[src/rtl/bws_pkg.sv]
`timescale 1ns/1ps
package bws_pkg;

  typedef enum logic [1:0] {
    ST_IDLE  = 2'd0,
    ST_BEAT0 = 2'd1,
    ST_BEAT1 = 2'd2,
    ST_DONE  = 2'd3
  } bws_state_e;

  // Which internal half (0 = low, 1 = high) a narrow beat carries.
  function automatic logic beat_half(input logic second_beat, input logic big_endian);
    return second_beat ^ big_endian;
  endfunction

  // Number of external beats one internal request needs.
  function automatic logic [1:0] beats_needed(input logic narrow);
    return narrow ? 2'd2 : 2'd1;
  endfunction

endpackage

[src/rtl/bws_seq.sv]
`timescale 1ns/1ps
module bws_seq
  import bws_pkg::*;
(
  input  logic clk,
  input  logic rst_n,
  input  logic req_valid,
  input  logic req_write,
  input  logic cfg_narrow,
  input  logic cfg_big_endian,
  input  logic ext_ack,
  output logic accept,
  output logic ext_req,
  output logic beat_fire,
  output logic last_fire,
  output logic cur_write,
  output logic cur_narrow,
  output logic cur_half,
  output logic req_ack
);

  bws_state_e state_q, state_d;
  logic       cur_big;
  logic [1:0] beat_cnt_q;
  logic       second_beat;

  assign accept      = (state_q == ST_IDLE) && req_valid;
  assign ext_req     = (state_q == ST_BEAT0) || (state_q == ST_BEAT1);
  assign second_beat = (state_q == ST_BEAT1);
  assign beat_fire   = ext_req && ext_ack;
  assign last_fire   = beat_fire && (!cur_narrow || second_beat);
  assign cur_half    = beat_half(second_beat, cur_big);
  assign req_ack     = (state_q == ST_DONE);

  always_comb begin
    state_d = state_q;
    unique case (state_q)
      ST_IDLE:  if (req_valid) state_d = ST_BEAT0;
      ST_BEAT0: if (beat_fire) state_d = cur_narrow ? ST_BEAT1 : ST_DONE;
      ST_BEAT1: if (beat_fire) state_d = ST_DONE;
      ST_DONE:  state_d = ST_IDLE;
      default:  state_d = ST_IDLE;
    endcase
  end

  always_ff @(posedge clk or negedge rst_n) begin
    if (!rst_n) begin
      state_q    <= ST_IDLE;
      cur_write  <= 1'b0;
      cur_narrow <= 1'b0;
      cur_big    <= 1'b0;
      beat_cnt_q <= '0;
    end else begin
      state_q <= state_d;
      if (accept) begin
        cur_write  <= req_write;
        cur_narrow <= cfg_narrow;
        cur_big    <= cfg_big_endian;
        beat_cnt_q <= '0;
      end else if (beat_fire) begin
        beat_cnt_q <= beat_cnt_q + 2'd1;
      end
    end
  end

  AST_BEAT_COUNT: assert property (@(posedge clk) disable iff (!rst_n)
    req_ack |-> (beat_cnt_q == beats_needed(cur_narrow)));
  AST_ACK_PULSE: assert property (@(posedge clk) disable iff (!rst_n)
    req_ack |=> !req_ack);
  AST_ACK_AFTER_LAST: assert property (@(posedge clk) disable iff (!rst_n)
    req_ack |-> $past(last_fire));
  AST_ACK_NO_BEAT: assert property (@(posedge clk) disable iff (!rst_n)
    req_ack |-> !ext_req);
  AST_CFG_HELD: assert property (@(posedge clk) disable iff (!rst_n)
    (ext_req && $past(ext_req)) |-> ($stable(cur_narrow) && $stable(cur_big)));

endmodule

[src/rtl/bws_lane_mux.sv]
`timescale 1ns/1ps
module bws_lane_mux #(
  parameter int DATA_W = 64
) (
  input  logic                clk,
  input  logic                rst_n,
  input  logic                active,
  input  logic                write,
  input  logic                narrow,
  input  logic                half,
  input  logic [DATA_W-1:0]   wdata,
  input  logic [DATA_W/8-1:0] be,
  output logic [DATA_W-1:0]   dq_out,
  output logic [DATA_W/8-1:0] dqm,
  output logic                oe_lo,
  output logic                oe_hi
);

  localparam int HALF_W  = DATA_W / 2;
  localparam int BE_W    = DATA_W / 8;
  localparam int HALF_BE = BE_W / 2;

  logic [HALF_W-1:0]  sel_word;
  logic [HALF_BE-1:0] sel_be;

  assign sel_word = half ? wdata[DATA_W-1:HALF_W] : wdata[HALF_W-1:0];
  assign sel_be   = half ? be[BE_W-1:HALF_BE]     : be[HALF_BE-1:0];

  always_comb begin
    dq_out = '0;
    dqm    = '1;
    if (active) begin
      if (narrow) begin
        dq_out = {sel_word, sel_word};
        dqm    = {{HALF_BE{1'b1}}, ~sel_be};
      end else begin
        dq_out = wdata;
        dqm    = ~be;
      end
    end
  end

  assign oe_lo = active && write;
  assign oe_hi = active && write;

  AST_NARROW_UPPER_MASK: assert property (@(posedge clk) disable iff (!rst_n)
    (active && narrow) |-> (&dqm[BE_W-1:HALF_BE]));
  AST_READ_RELEASE: assert property (@(posedge clk) disable iff (!rst_n)
    (active && !write) |-> (!oe_lo && !oe_hi));
  AST_IDLE_PARKED: assert property (@(posedge clk) disable iff (!rst_n)
    !active |-> ((&dqm) && !oe_lo && !oe_hi));

endmodule

[src/rtl/bws_rd_asm.sv]
`timescale 1ns/1ps
module bws_rd_asm #(
  parameter int DATA_W = 64
) (
  input  logic              clk,
  input  logic              rst_n,
  input  logic              load,
  input  logic              beat_fire,
  input  logic              write,
  input  logic              narrow,
  input  logic              half,
  input  logic              done,
  input  logic [DATA_W-1:0] dq_in,
  output logic [DATA_W-1:0] rd_data,
  output logic              rd_valid
);

  localparam int HALF_W = DATA_W / 2;
  localparam int NHALF  = 2;

  logic [NHALF-1:0] filled;

  for (genvar h = 0; h < NHALF; h++) begin : g_half
    logic [HALF_W-1:0] word_q;
    logic              got_q;
    logic              take;

    assign take = beat_fire && !write && (!narrow || (half == h[0]));

    always_ff @(posedge clk or negedge rst_n) begin
      if (!rst_n) begin
        word_q <= '0;
        got_q  <= 1'b0;
      end else begin
        if (load) got_q <= 1'b0;
        else if (take) got_q <= 1'b1;
        if (take) word_q <= narrow ? dq_in[HALF_W-1:0] : dq_in[h*HALF_W +: HALF_W];
      end
    end

    assign rd_data[h*HALF_W +: HALF_W] = word_q;
    assign filled[h] = got_q;
  end

  assign rd_valid = done && !write;

  AST_RD_COMPLETE: assert property (@(posedge clk) disable iff (!rst_n)
    rd_valid |-> (&filled));
  AST_RD_WITH_ACK: assert property (@(posedge clk) disable iff (!rst_n)
    rd_valid |-> done);

endmodule

[src/rtl/bus_width_splitter.sv]
`timescale 1ns/1ps
module bus_width_splitter #(
  parameter int DATA_W = 64
) (
  input  logic                clk,
  input  logic                rst_n,
  input  logic                req_valid,
  input  logic                req_write,
  input  logic [DATA_W-1:0]   req_wdata,
  input  logic [DATA_W/8-1:0] req_be,
  input  logic                cfg_narrow,
  input  logic                cfg_big_endian,
  output logic                req_ack,
  output logic [DATA_W-1:0]   rd_data,
  output logic                rd_valid,
  output logic                ext_req,
  output logic                ext_write,
  output logic [DATA_W-1:0]   ext_dq_out,
  output logic                ext_dq_oe_lo,
  output logic                ext_dq_oe_hi,
  output logic [DATA_W/8-1:0] ext_dqm,
  input  logic [DATA_W-1:0]   ext_dq_in,
  input  logic                ext_ack
);

  localparam int BE_W = DATA_W / 8;

  logic              accept;
  logic              beat_fire;
  logic              last_fire;
  logic              cur_write;
  logic              cur_narrow;
  logic              cur_half;
  logic [DATA_W-1:0] wdata_q;
  logic [BE_W-1:0]   be_q;

  always_ff @(posedge clk or negedge rst_n) begin
    if (!rst_n) begin
      wdata_q <= '0;
      be_q    <= '0;
    end else if (accept) begin
      wdata_q <= req_wdata;
      be_q    <= req_be;
    end
  end

  bws_seq u_seq (
    .clk            (clk),
    .rst_n          (rst_n),
    .req_valid      (req_valid),
    .req_write      (req_write),
    .cfg_narrow     (cfg_narrow),
    .cfg_big_endian (cfg_big_endian),
    .ext_ack        (ext_ack),
    .accept         (accept),
    .ext_req        (ext_req),
    .beat_fire      (beat_fire),
    .last_fire      (last_fire),
    .cur_write      (cur_write),
    .cur_narrow     (cur_narrow),
    .cur_half       (cur_half),
    .req_ack        (req_ack)
  );

  bws_lane_mux #(.DATA_W(DATA_W)) u_lanes (
    .clk    (clk),
    .rst_n  (rst_n),
    .active (ext_req),
    .write  (cur_write),
    .narrow (cur_narrow),
    .half   (cur_half),
    .wdata  (wdata_q),
    .be     (be_q),
    .dq_out (ext_dq_out),
    .dqm    (ext_dqm),
    .oe_lo  (ext_dq_oe_lo),
    .oe_hi  (ext_dq_oe_hi)
  );

  bws_rd_asm #(.DATA_W(DATA_W)) u_rd (
    .clk       (clk),
    .rst_n     (rst_n),
    .load      (accept),
    .beat_fire (beat_fire),
    .write     (cur_write),
    .narrow    (cur_narrow),
    .half      (cur_half),
    .done      (req_ack),
    .dq_in     (ext_dq_in),
    .rd_data   (rd_data),
    .rd_valid  (rd_valid)
  );

  assign ext_write = ext_req && cur_write;

  AST_FINAL_BEAT_ENDS: assert property (@(posedge clk) disable iff (!rst_n)
    last_fire |=> req_ack);
  AST_ACCEPT_IDLE: assert property (@(posedge clk) disable iff (!rst_n)
    accept |-> (!ext_req && !req_ack));

endmodule

[config.mk]
export PLATFORM = sky130hd
export DESIGN_NAME = bus_width_splitter
export DESIGN_NICKNAME = d
export VERILOG_FILES = /design/src/rtl/bws_pkg.sv /design/src/rtl/bws_seq.sv /design/src/rtl/bws_lane_mux.sv /design/src/rtl/bws_rd_asm.sv /design/src/rtl/bus_width_splitter.sv
export SDC_FILE = /design/constraint.sdc
export NUM_CORES = 1
export LEC_CHECK = 0
export BUFFER_PORTS_ARGS = -buffer_cell sky130_fd_sc_hd__buf_2
export CORE_AREA = 2 2 119 144
export CTS_CLUSTER_DIAMETER = 150
export DETAILED_ROUTE_END_ITERATION = 12
export DIE_AREA = 0 0 121 146
export PLACE_DENSITY = 0.77
export SLEW_MARGIN = 20
export SYNTH_ARGS = -nofsm -noshare
export SYNTH_HDL_FRONTEND = slang
export SYNTH_SLANG_ARGS = --single-unit
[constraint.sdc]
create_clock -name clk -period 1.9 [get_ports clk]
set_input_delay 0.285 -clock clk [delete_from_list [all_inputs] [get_ports clk]]
set_output_delay 0.285 -clock clk [all_outputs]
set_load 0.01 [all_outputs]
# Yosys cells after proc, flatten, opt, wreduce, memory -nomap -nowiden
# Index checks and enable logic that the tools add are counted.
dict set report totals {
  ff_bits 141
  latch_bits 0
  ramBits 0
  romBits 0
  out_inout_bits 142
  elab_cells 44
  memories 0
}
dict set report classes {
  add_sub_neg 0
  multipliers 0
  n_div 0
  magnitude_cmp 0
  eq_ne 6
  shifts 0
  n_mux 12
  bitwise 4
  reduce_logical 14
}
# operator count
set op_table {}
lappend op_table {{$mux W64} 2}
lappend op_table {{$mux W32} 2}
lappend op_table {{$mux W8} 2}
lappend op_table {{$not A8 Y8} 1}
lappend op_table {{$pmux W2 S4} 1}
lappend op_table {{$logic_and A1 B1 Y1} 7}
lappend op_table {{$mux W2} 3}
lappend op_table {{$eq A2 B2 Y1 const B} 2}
lappend op_table {{$mux W4} 1}
lappend op_table {{$ne A2 B1 Y1 const B} 2}
lappend op_table {{$not A4 Y4} 1}
lappend op_table {{$logic_or A1 B1 Y1} 3}
lappend op_table {{$reduce_and A3 Y1} 1}
lappend op_table {{$eq A2 B1 Y1 const B} 1}
lappend op_table {{$logic_not A1 Y1} 2}
lappend op_table {{$logic_not A2 Y1} 1}
lappend op_table {{$ne A2 B2 Y1 const B} 1}
lappend op_table {{$mux W1} 1}
lappend op_table {{$not A1 Y1} 1}
lappend op_table {{$xor A1 B1 Y1} 1}

# Depth between registers and ports, before layout
# Gate-level depths: netlist of the first run.
dict set report logic_depth {
  word_depth 6
  mapped_depth 6
  mapped_depth_nobuf 5
}

# By module
# From an unflattened synthesis of the first run, not the netlist that was laid out.
dict set report unflattened {
  cells_unflattened 519
  area_unflattened_um2 7324.5
}
# module instances cells_each area_per_inst_um2
set by_module_without_submodules {}
lappend by_module_without_submodules {bus_width_splitter 1 153 3032.9}
lappend by_module_without_submodules {bws_rd_asm 1 175 2807.7}
lappend by_module_without_submodules {bws_lane_mux 1 161 1152.4}
lappend by_module_without_submodules {bws_seq 1 30 331.6}

# Worst setup path before layout of the first run
# OpenSTA, ideal clock, no wires.
dict set report synth_path {
  path_kind {register to output}
  startpoint {reg u_seq.state_q[0]}
  endpoint {out ext_dq_oe_lo}
  arrival_ns 1.785
  required_time_ns 1.615
  slack_ns -0.170
  stages_incl_launch_ff 7
  n_path_buf 3
  path_cell_list {dfrtp_1 -> inv_1 -> ha_1 -> clkbuf_1 -> clkbuf_1 -> and2_1 -> buf_4}
}
dict set report synth_via {
  elab_chain_len 3
}
# element line
set synth_rtl {}
lappend synth_rtl {{from (decl)} bws_seq.sv:22} ;# bws_state_e state_q, state_d;
lappend synth_rtl {{from (signal assigned)} bws_seq.sv:54} ;# state_q <= state_d;
lappend synth_rtl {{$eq A2 B1 Y1 or $eq A2 B2 Y1 (tied branches)} bws_seq.sv:28} ;# assign ext_req = (state_q == ST_BEAT0) || (state_q == ST_BEAT1);
lappend synth_rtl {{$logic_or A1 B1 Y1 (*)} bws_seq.sv:28}
lappend synth_rtl {{net ext_req} bus_width_splitter.sv:16} ;# output logic ext_req,
lappend synth_rtl {{$logic_and A1 B1 Y1 (*)} n/a}
lappend synth_rtl {{to (decl)} bus_width_splitter.sv:19} ;# output logic ext_dq_oe_lo,
# Mark *: on every way through the listed nets, which the timed path passes. The rest lies on a longest branch.

# Final worst setup path of the first run
dict set report layout_path {
  startpoint {reg u_seq.state_q[0]}
  endpoint {out ext_dq_out[24]}
}
dict set report layout_via {
  elab_chain_len 5
}
# element line
set layout_rtl {}
lappend layout_rtl {{$eq A2 B2 Y1} {bws_seq.sv:28, bws_seq.sv:29}}
lappend layout_rtl {{$xor A1 B1 Y1} bws_pkg.sv:13} ;# return second_beat ^ big_endian;
lappend layout_rtl {{$mux W32} bws_lane_mux.sv:26} ;# assign sel_word = half ? wdata[DATA_W-1:HALF_W] : wdata[HALF_W-1:0];
lappend layout_rtl {{$mux W64} bws_lane_mux.sv:33} ;# if (narrow) begin
lappend layout_rtl {{$mux W64 (*)} bws_lane_mux.sv:32} ;# if (active) begin
lappend layout_rtl {{to (decl)} bus_width_splitter.sv:18} ;# output logic [DATA_W-1:0] ext_dq_out,
# Every way passes the cells marked *; elsewhere a longest branch is shown, timed or not.

==> results of run 1 <==
[where the power goes]
group	switching [mW]	leakage, nW	internal [mW]
logic	7.35	3.61	9.38
clock network	1.34	0.280	2.08
registers	1.07	1.67	4.59
total	9.76	5.56	16.0
[repair_timing]
| action | 4_1_cts | 5_1_grt |
|---|---|---|
| resized for setup | 124 | 51 |
| endpoints found under the hold margin | 141 | 0 |
| hold buffers | 1 | 0 |
| setup buffers | 32 | 4 |
| setup endpoints to repair | 129 | 143 |
| cloned | 15 | 3 |
| pin swaps | 4 | 2 |
[layer usage]
layer | share of wire, % | vias up | track usage, %
met5 | 0 | - | 0
met4 | 2.6 | 0 | 8.20
met3 | 7.5 | 37 | 6.50
met2 | 52 | 260 | 43.2
met1 | 38 | 2794 | 27.2
li1 | - | 2561 | -
[area by class of cell]
type / instances / area [µm²]
clock buffer: 19 / 433
sequential: 141 / 3530
inverter: 3 / 11.3
clock inverter: 13 / 165
multi-input combinational: 340 / 3710
tap: 212 / 265
timing repair buffer: 377 / 2850
fill: 1109 / 5180
[critical path, cell delays in order (launching register included)]
cell	delay, ps
dfrtp_1	370
inv_2	70
buf_4	140
ha_4	330
buf_12	170
buf_12	110
buf_16	100
nand2_2	50
mux2i_1	150
buf_2	160
[sequential cells by signal, summed over array words and instances, names as in the netlist]
name / count
be_q: 8
u_seq.cur_write: 1
u_seq.cur_narrow: 1
u_seq.state_q: 2
wdata_q: 64
u_seq.cur_big: 1
u_rd.g_half.word_q: 64
[layout by cell type, fill, tap and decap left out, types with 12 or more instances in the layout]
cell	netlist	final
nand2_2	1	53
buf_16	0	13
mux2i_1	64	52
mux2i_2	0	12
buf_2	10	278
dfrtp_1	141	140
nand2_1	74	18
buf_4	7	29
buf_12	0	19
clkbuf_16	0	20
mux2_2	132	107
mux2_4	40	65
buf_6	6	25
[metrics by stage]
step | setup TNS, ps | cells | setup WS, ps
after floorplan | -46.3 | 518 | -10.1
after global placement | -100 | 1023 | -50.1
after detailed placement | -2020 | 1023 | -127
after CTS | -46940 | 1103 | -463
after global routing | -66430 | 1105 | -575
final | -52460 | 1105 | -471
[cell families (layout without fill, tap and decap cells)]
group | after synthesis | count (layout) | share of synthesized area, %
xor+xnor | 2 | 2 | 0.464
fa+ha+maj | 5 | 5 | 0.892
compound gates | 10 | 10 | 1.18
flops | 141 | 141 | 50.3
buf+inv | 37 | 412 | 3.18
simple gates | 87 | 87 | 5.10
mux | 236 | 236 | 38.9
[path summary, 6_finish.rpt]
kind / from / to / slack, ps / depth (start not counted)
max: u_seq.state_q[0] / ext_dq_out[24] / -470 / 9
min: req_wdata[1] / wdata_q[1] / 100 / 2
max reg2reg: u_seq.state_q[0] / u_rd.g_half[0].word_q[1] / -470 / 12
min reg2reg: wdata_q[36] / wdata_q[36] / 500 / 1
max in group asynchronous: rst_n / u_seq.cur_narrow / 1110 / 3
min in group asynchronous: rst_n / wdata_q[14] / 440 / 3
==> impl_metrics.ini, run 1 <==
[status]
status = finished with violations
violations_in_the_final_reports = setup timing

[floorplan]
row_count = 51
overall_die_height_um = 146
area_of_the_core_region_um2 = 16100
design.die.area_um2 = 17700
pin_count = 285
initial_utilization_pct = 43.4
die_w_um = 121

[drt]
drtAntennaViolNets = 0
drt_pass1_iterations = 4
route.vias.total = 5652
dr.first_iter.drc_count = 207
drcViolationCount = 0
routed_wl_um = 21700
route.detailed.vias_per_inst = 5.11
routed_wire_length_per_instance_um = 19.6

[worst_setup_path]
worstSetupStartpointType = flop
cp.arrival_ps = 2090
path_class = reg -> out
endpoint_kind = output pin
critical_path_required_ps = 1620
crit_path_max_fanout = 6

[synthesis]
synth_top_flop_cell = dfrtp_1
syn-mean-instance-area_um2 = 13.5
syn-cell-area_um2 = 7010
synth-seq-cells = 141
synth_most_common_cell = dfrtp_1
synth-edff-count = 0
netlist-cell-type-count = 26
synth_warnings = 0
post_synth_inst_count = 518
netlist_top_cells_area = dfrtp_1, mux2_2, mux2i_1
fraction_of_the_yosys_area_taken_by_sequential_cells_pct = 50.3
post_synthesis_net_count = 666
synth-async-reset-ratio_pct = 100
synth.top_cell.area_share_pct = 50.3
synth.top_cells.by_count = dfrtp_1, mux2_2, nand2_1
synth_largest_area_cell = dfrtp_1

[clock_tree]
cts-buffers-inserted = 17
clk_pin_slew_ps = 60
clk_path_buf_depth = 2
ctsRootBufferMaster = clkbuf_16
cts_htree_levels = 4
tritoncts = yes
insertion_delay_ps = 410
clock-sinks = 141

[global_route]
grt_max_degree = 73
grt-ovfl-total = 0
grt_pass1_wl_um = 32300
grt_antenna_before_repair = 2
first_global_vias = 5984
grtUsageTotal_pct = 24.0

[finish]
final_layout_size_suffix_gt1_share_pct = 74.9
insertedDiodeCount = 0
area_delta_synth_final_pct = 56.3
layout.cell_area.non_filler_um2 = 11000
nets = 1028
finish.utilization_pct = 67.9

[power_and_ir_drop]
power-per-cell-area_nw_per_um2 = 2350
p_leak_nw = 5.56
power_mw = 25.8
max-vdd-ir-drop_mv = 1.14

[timing]
final.setup_skew_ps = 8.42
timing.final.crit_share_pct = 125
fin_crit_ps = 2370
report.final.slew_viol_count = 0
fmaxAchievable_ghz = 0.422
final-setup-viol-count = 142
worst_slew_margin_rel_pct = 72.7
max_slew.worst_pin.slew_ps = 409
timing_hold_violations_final = 0
postLayoutSetupSlackWorst_ps = -471
whs_ps = 102
grt_setup_unrepaired = yes

[worst_hold_path]
hp_class = in -> reg

[placement]
post_dp_cell_area_um2 = 9010
post_detail_place_hpwl_um = 13400
gp_routability_congestion = 0.775
place.port_buffers = 284

[flow_run]
maxcap_viol_count = 0
(Power assumes the default switching activity.)
==> run 2: changes to the inputs <==
--- a/config.mk
+++ b/config.mk
@@ -11,6 +11,7 @@
 export DETAILED_ROUTE_END_ITERATION = 12
 export DIE_AREA = 0 0 121 146
 export PLACE_DENSITY = 0.77
+export RECOVER_POWER = 50
 export SLEW_MARGIN = 20
 export SYNTH_ARGS = -nofsm -noshare
 export SYNTH_HDL_FRONTEND = slang
==> run 2 against run 1 <==
The run still ends with setup timing left. Hold slack barely moved. Clock power about the same. Sequential share of layout area grew 0.096 points. Combinational power about the same. Sequential power about the same. Largest power group unchanged. Non-clock buffer count stayed put. Wire length is essentially flat. Fmax barely moved. Highest routed layer unchanged. Sequential cell count unchanged.
==> impl_metrics.ini, run 2 (synthesis results as in run 1) <==
[status]
status = finished with violations
violations_in_the_final_reports = setup timing

[drt]
drtAntennaViolNets = 0
drcViolationCount = 0
routed_wl_um = 21700
dr.first_iter.drc_count = 215
drt_pass1_iterations = 4
route.detailed.vias_per_inst = 5.11
route.vias.total = 5648
routed_wire_length_per_instance_um = 19.6

[timing]
timing_hold_violations_final = 0
worst_slew_margin_rel_pct = 34.5
report.final.slew_viol_count = 0
max_slew.worst_pin.slew_ps = 983
postLayoutSetupSlackWorst_ps = -471
final_layout_setup_total_negative_slack_ps = -52430
final-setup-viol-count = 142
grt_setup_unrepaired = yes
final.setup_skew_ps = 8.42
fin_crit_ps = 2370
timing.final.crit_share_pct = 125
fmaxAchievable_ghz = 0.422

[placement]
post_dp_cell_area_um2 = 9010
gp_routability_congestion = 0.775
place.port_buffers = 284
post_detail_place_hpwl_um = 13400

[finish]
insertedDiodeCount = 0
nets = 1028
finish.utilization_pct = 67.7
area_delta_synth_final_pct = 55.8
layout_commonest_cell = buf_2
layout.cell_area.non_filler_um2 = 10900
reg_top3 = u_rd.g_half.word_q x64, wdata_q x64, be_q x8
layout_common_cells = buf_2, dfrtp_1, mux2_2
final_layout_size_suffix_gt1_share_pct = 74.8

[global_route]
grtUsageTotal_pct = 24.0
use_met2_pct = 43.2
grt.met1_usage_pct = 27.2
grt_max_degree = 73
grt_antenna_before_repair = 2
grt_pass1_wl_um = 32300
first_global_vias = 5984
grt-ovfl-total = 0
grt_most_used_layer = met2
groute.layer.met3.usage_pct = 6.50

[worst_setup_path]
cpMostUsedCell = buf_12
worstSetupStartpointType = flop
crit_path_max_fanout = 6
critical_path.slowest_cell = dfrtp_1
endpoint_kind = output pin
path_class = reg -> out
timing.critical_path.cells = inv_2 > buf_4 > ha_4 > buf_12 > buf_12 > buf_16 > nand2_2 > mux2i_1 > buf_2
worst_path_bufs_invs = 6
delay_of_the_slowest_critical_path_stage_ps = 370
critical_path_required_ps = 1620
cp.arrival_ps = 2090
cp_top_family = buffers and inverters

[floorplan]
design.die.area_um2 = 17700
row_count = 51
pin_count = 285
die_w_um = 121
area_of_the_core_region_um2 = 16100
overall_die_height_um = 146
initial_utilization_pct = 43.4

[power_and_ir_drop]
p_leak_nw = 5.55
power-per-cell-area_nw_per_um2 = 2360
power_mw = 25.8
max-vdd-ir-drop_mv = 1.14

[worst_hold_path]
hp_class = in -> reg

[flow_run]
maxcap_viol_count = 0

[clock_tree]
clk_path_buf_depth = 2
clock-sinks = 141
clk_pin_slew_ps = 60
cts-buffers-inserted = 17
ctsRootBufferMaster = clkbuf_16
insertion_delay_ps = 410
cts_htree_levels = 4
tritoncts = yes
==> run 2: area by class of cell <==
cell class              count  area (µm²)
fillers                  1114        5210
multi-input cells         340        3710
flip-flops and latches    141        3530
repair buffers            377        2820
clock buffers              19         433
well taps                 212         265
clock inverters            13         165
inverters                   3        11.3
==> run 2: path summary, 6_finish.rpt <==
kind	start	to	slack [ps]	cells after the start
worst max-delay path	u_seq.state_q[0]	ext_dq_out[24]	-470	9
worst min-delay path	cfg_narrow	u_seq.cur_narrow	100	2
worst max register to register	u_seq.state_q[0]	u_rd.g_half[0].word_q[1]	-470	12
worst min register to register	wdata_q[36]	wdata_q[36]	500	1
max in group asynchronous	rst_n	u_seq.cur_narrow	470	3
min in group asynchronous	rst_n	wdata_q[14]	710	3
==> run 2: layer usage <==
metal / wire, µm / share of wire [%] / up-vias
met4: 553 / 2.6 / 0
met2: 11200 / 52 / 262
li1: - / - / 2561
met1: 8280 / 38 / 2788
met3: 1650 / 7.6 / 37
met5: 0 / 0 / -
==> run 2: power by group <==
group | switching, mW | internal (mW) | leakage (nW)
clock network | 1.34 | 2.08 | 0.280
logic | 7.34 | 9.37 | 3.60
registers | 1.07 | 4.59 | 1.67
total | 9.75 | 16.0 | 5.55
==> run 2: stage by stage <==
step                hold slack [ps]  setup WS (ps)  cells
CTS                            84.3           -463   1103
global route                   88.6           -575   1105
detailed placement              318           -127   1023
global placement                322          -50.1   1023
floorplan                     -10.6          -10.1    518
finish                          103           -471   1105
==> run 2: what timing repair did <==
| action | in CTS | in global routing |
|---|---|---|
| gates cloned | 15 | 3 |
| hold buffers | 1 | 0 |
| setup endpoints to repair | 129 | 143 |
| resized for setup | 124 | 51 |
| pin swaps | 4 | 2 |
| hold endpoints to repair | 141 | 0 |
| setup buffers | 32 | 4 |
==> run 3: changes to the inputs <==
--- a/config.mk
+++ b/config.mk
@@ -6,11 +6,11 @@
 export NUM_CORES = 1
 export LEC_CHECK = 0
 export BUFFER_PORTS_ARGS = -buffer_cell sky130_fd_sc_hd__buf_2
-export CORE_AREA = 2 2 119 144
+export CORE_AREA = 2 2 113 137
 export CTS_CLUSTER_DIAMETER = 150
 export DETAILED_ROUTE_END_ITERATION = 12
-export DIE_AREA = 0 0 121 146
-export PLACE_DENSITY = 0.77
+export DIE_AREA = 0 0 115 139
+export PLACE_DENSITY = 0.8
 export RECOVER_POWER = 50
 export SLEW_MARGIN = 20
 export SYNTH_ARGS = -nofsm -noshare
==> constraint.sdc (replaced) <==
create_clock -name clk -period 2.66 [get_ports clk]
set_input_delay 0.399 -clock clk [delete_from_list [all_inputs] [get_ports clk]]
set_output_delay 0.399 -clock clk [all_outputs]
set_load 0.01 [all_outputs]
==> run 3 against run 2 <==
Non-clock buffer count down 67. The flow finishes with violations (capacitance limit). Utilization down 3.9 points. Global-route usage down 1.3 points. Clock power down 25%. Clock skew down 2.6 ps. Hold slack better by 110 ps. Combinational power down 52%. First-iteration DRC count down 3.3%. Critical path type unchanged. Sequential power down 30%. Sequential cell count unchanged. Total power down 43%.
==> impl_metrics.ini, run 3 (synthesis results as in run 1) <==
[worst_setup_path]
r2r_path_end = u_rd.g_half[0].word_q[31]
critical_path.reg2reg.startpoint = u_seq.state_q[1]
critical_path.slowest_cell = dfrtp_1
path_class = reg -> out
endpoint_kind = output pin
reg2reg_slack_ps = 410
worstSetupStartpointType = flop
delay_of_the_slowest_critical_path_stage_ps = 410
timing.critical_path.cells = inv_2 > ha_4 > xor2_4 > nand2_8 > buf_4 > mux2i_1 > buf_2
critical_path_required_ps = 2260
cp.arrival_ps = 2140
critPathLaunch = u_seq.state_q[0]
r2r.worst_path.cells = 6
crit_path_max_fanout = 14

[timing]
timing.final.crit_share_pct = 95.6
final.setup_skew_ps = 5.79
grt_setup_unrepaired = no
worst_slew_margin_rel_pct = 0.651
timing_hold_violations_final = 0
final-setup-viol-count = 0
fmaxAchievable_ghz = 0.393
final_layout_setup_total_negative_slack_ps = 0
max_slew.worst_pin.slew_ps = 1490
fin_crit_ps = 2540
report.final.slew_viol_count = 0

[flow_run]
maxcap_viol_count = 1

[worst_hold_path]
hold_path_end = wdata_q[15]
hold_crit_depth = 2
hp_class = in -> reg
hold_path.startpoint = req_wdata[15]

[floorplan]
design.die.area_um2 = 16000
initial_utilization_pct = 47.7
overall_die_height_um = 139
die_w_um = 115
area_of_the_core_region_um2 = 14700
row_count = 49
pin_count = 285

[clock_tree]
cts-buffers-inserted = 17
ctsRootBufferMaster = clkbuf_16
tritoncts = yes
clk_pin_slew_ps = 60
cts_htree_levels = 4
insertion_delay_ps = 410
clock-sinks = 141
clk_path_buf_depth = 2

[drt]
drt_pass1_iterations = 4
routed_wl_um = 18300
route.vias.total = 5182
route.detailed.vias_per_inst = 5.17
dr.first_iter.drc_count = 208
drtAntennaViolNets = 0
routed_wire_length_per_instance_um = 18.2
drcViolationCount = 0

[global_route]
grtUsageTotal_pct = 22.8
grt_pass1_wl_um = 28000
grt-ovfl-total = 0
grt_max_degree = 62
grt_antenna_before_repair = 2
first_global_vias = 5342

[power_and_ir_drop]
power_mw = 14.6
max-vdd-ir-drop_mv = 0.939
p_leak_nw = 4.75
power-per-cell-area_nw_per_um2 = 1550

[finish]
final-seq-area_um2 = 3530
fin_cells = 1003
multiInputGateArea_um2 = 3340
n_fill_cell = 1206
reg_top3 = u_rd.g_half.word_q x64, wdata_q x64, be_q x8
layout_commonest_cell = buf_2
layout_common_cells = buf_2, dfrtp_1, mux2_2
nets = 961
insertedDiodeCount = 0
area_delta_synth_final_pct = 33.9
final_layout_size_suffix_gt1_share_pct = 55.8

[status]
violations_in_the_final_reports = capacitance limit
status = finished with violations

[placement]
place.port_buffers = 284
number_of_placed_instances_with_taps_included = 963
gp_routability_congestion = 0.867
post_detail_place_hpwl_um = 13300
==> run 3: worst max path at each step <==
stage | endpoint | cells after the start
6_report | ext_dq_out[23] | 7
2_1_floorplan | ext_dq_oe_lo | 6
5_1_grt | ext_dq_out[61] | 7
4_1_cts | ext_dqm[0] | 7
3_5_place_dp | ext_dq_out[36] | 7
3_3_place_gp | ext_dq_out[36] | 7
==> run 3: timing repair <==
action / in CTS / in global routing
endpoints found under the setup margin: 56 / 40
hold buffers: 1 / 0
cloned: 0 / 1
setup buffers: 1 / 6
endpoints found under the hold margin: 55 / 0
gates resized for setup: 7 / 6
pin swaps: 0 / 2
==> run 3: stage by stage <==
stage	util, %	area, µm²	setup WS, ps	hold WS (ps)
finish	63.8	9390	116	214
global route	63.8	9390	21.7	198
CTS	63.9	9400	-4.47	194
detailed placement	59.0	8690	159	409
global placement	59.0	8690	207	409
floorplan	-	7010	476	103
==> run 3: cell type report <==
type / count / share of cell area [%]
Clock buffer: 22 / 5.16
Multi-Input combinational cell: 340 / 35.6
Sequential cell: 141 / 37.6
Inverter: 3 / 0.120
Timing Repair Buffer: 310 / 17.5
Tap cell: 178 / 2.37
Clock inverter: 9 / 1.68
==> run 3: layer usage <==
metal | track usage, % | vias to the layer above | share of wire, %
met1 | 25.8 | 2506 | 40
met4 | 8.12 | 4 | 1.8
met5 | 0 | - | 0.20
li1 | - | 2409 | -
met3 | 7.82 | 28 | 8.5
met2 | 39.4 | 235 | 50
==> run 3: worst max-delay path, delay by kind of cell (launching register included) <==
family,cells,cell delay [ps]
buffers and inverters,3,480
DFF,1,410
muxes,1,230
adders and majority gates,1,210
xor gates and xnor gates,1,210
and+or+nand+nor,1,190
==> run 3: where the power goes <==
group / switching (mW) / total (mW) / internal, mW
clock network: 0.883 / 2.55 / 1.67
logic: 4.11 / 8.07 / 3.96
registers: 0.671 / 3.95 / 3.28
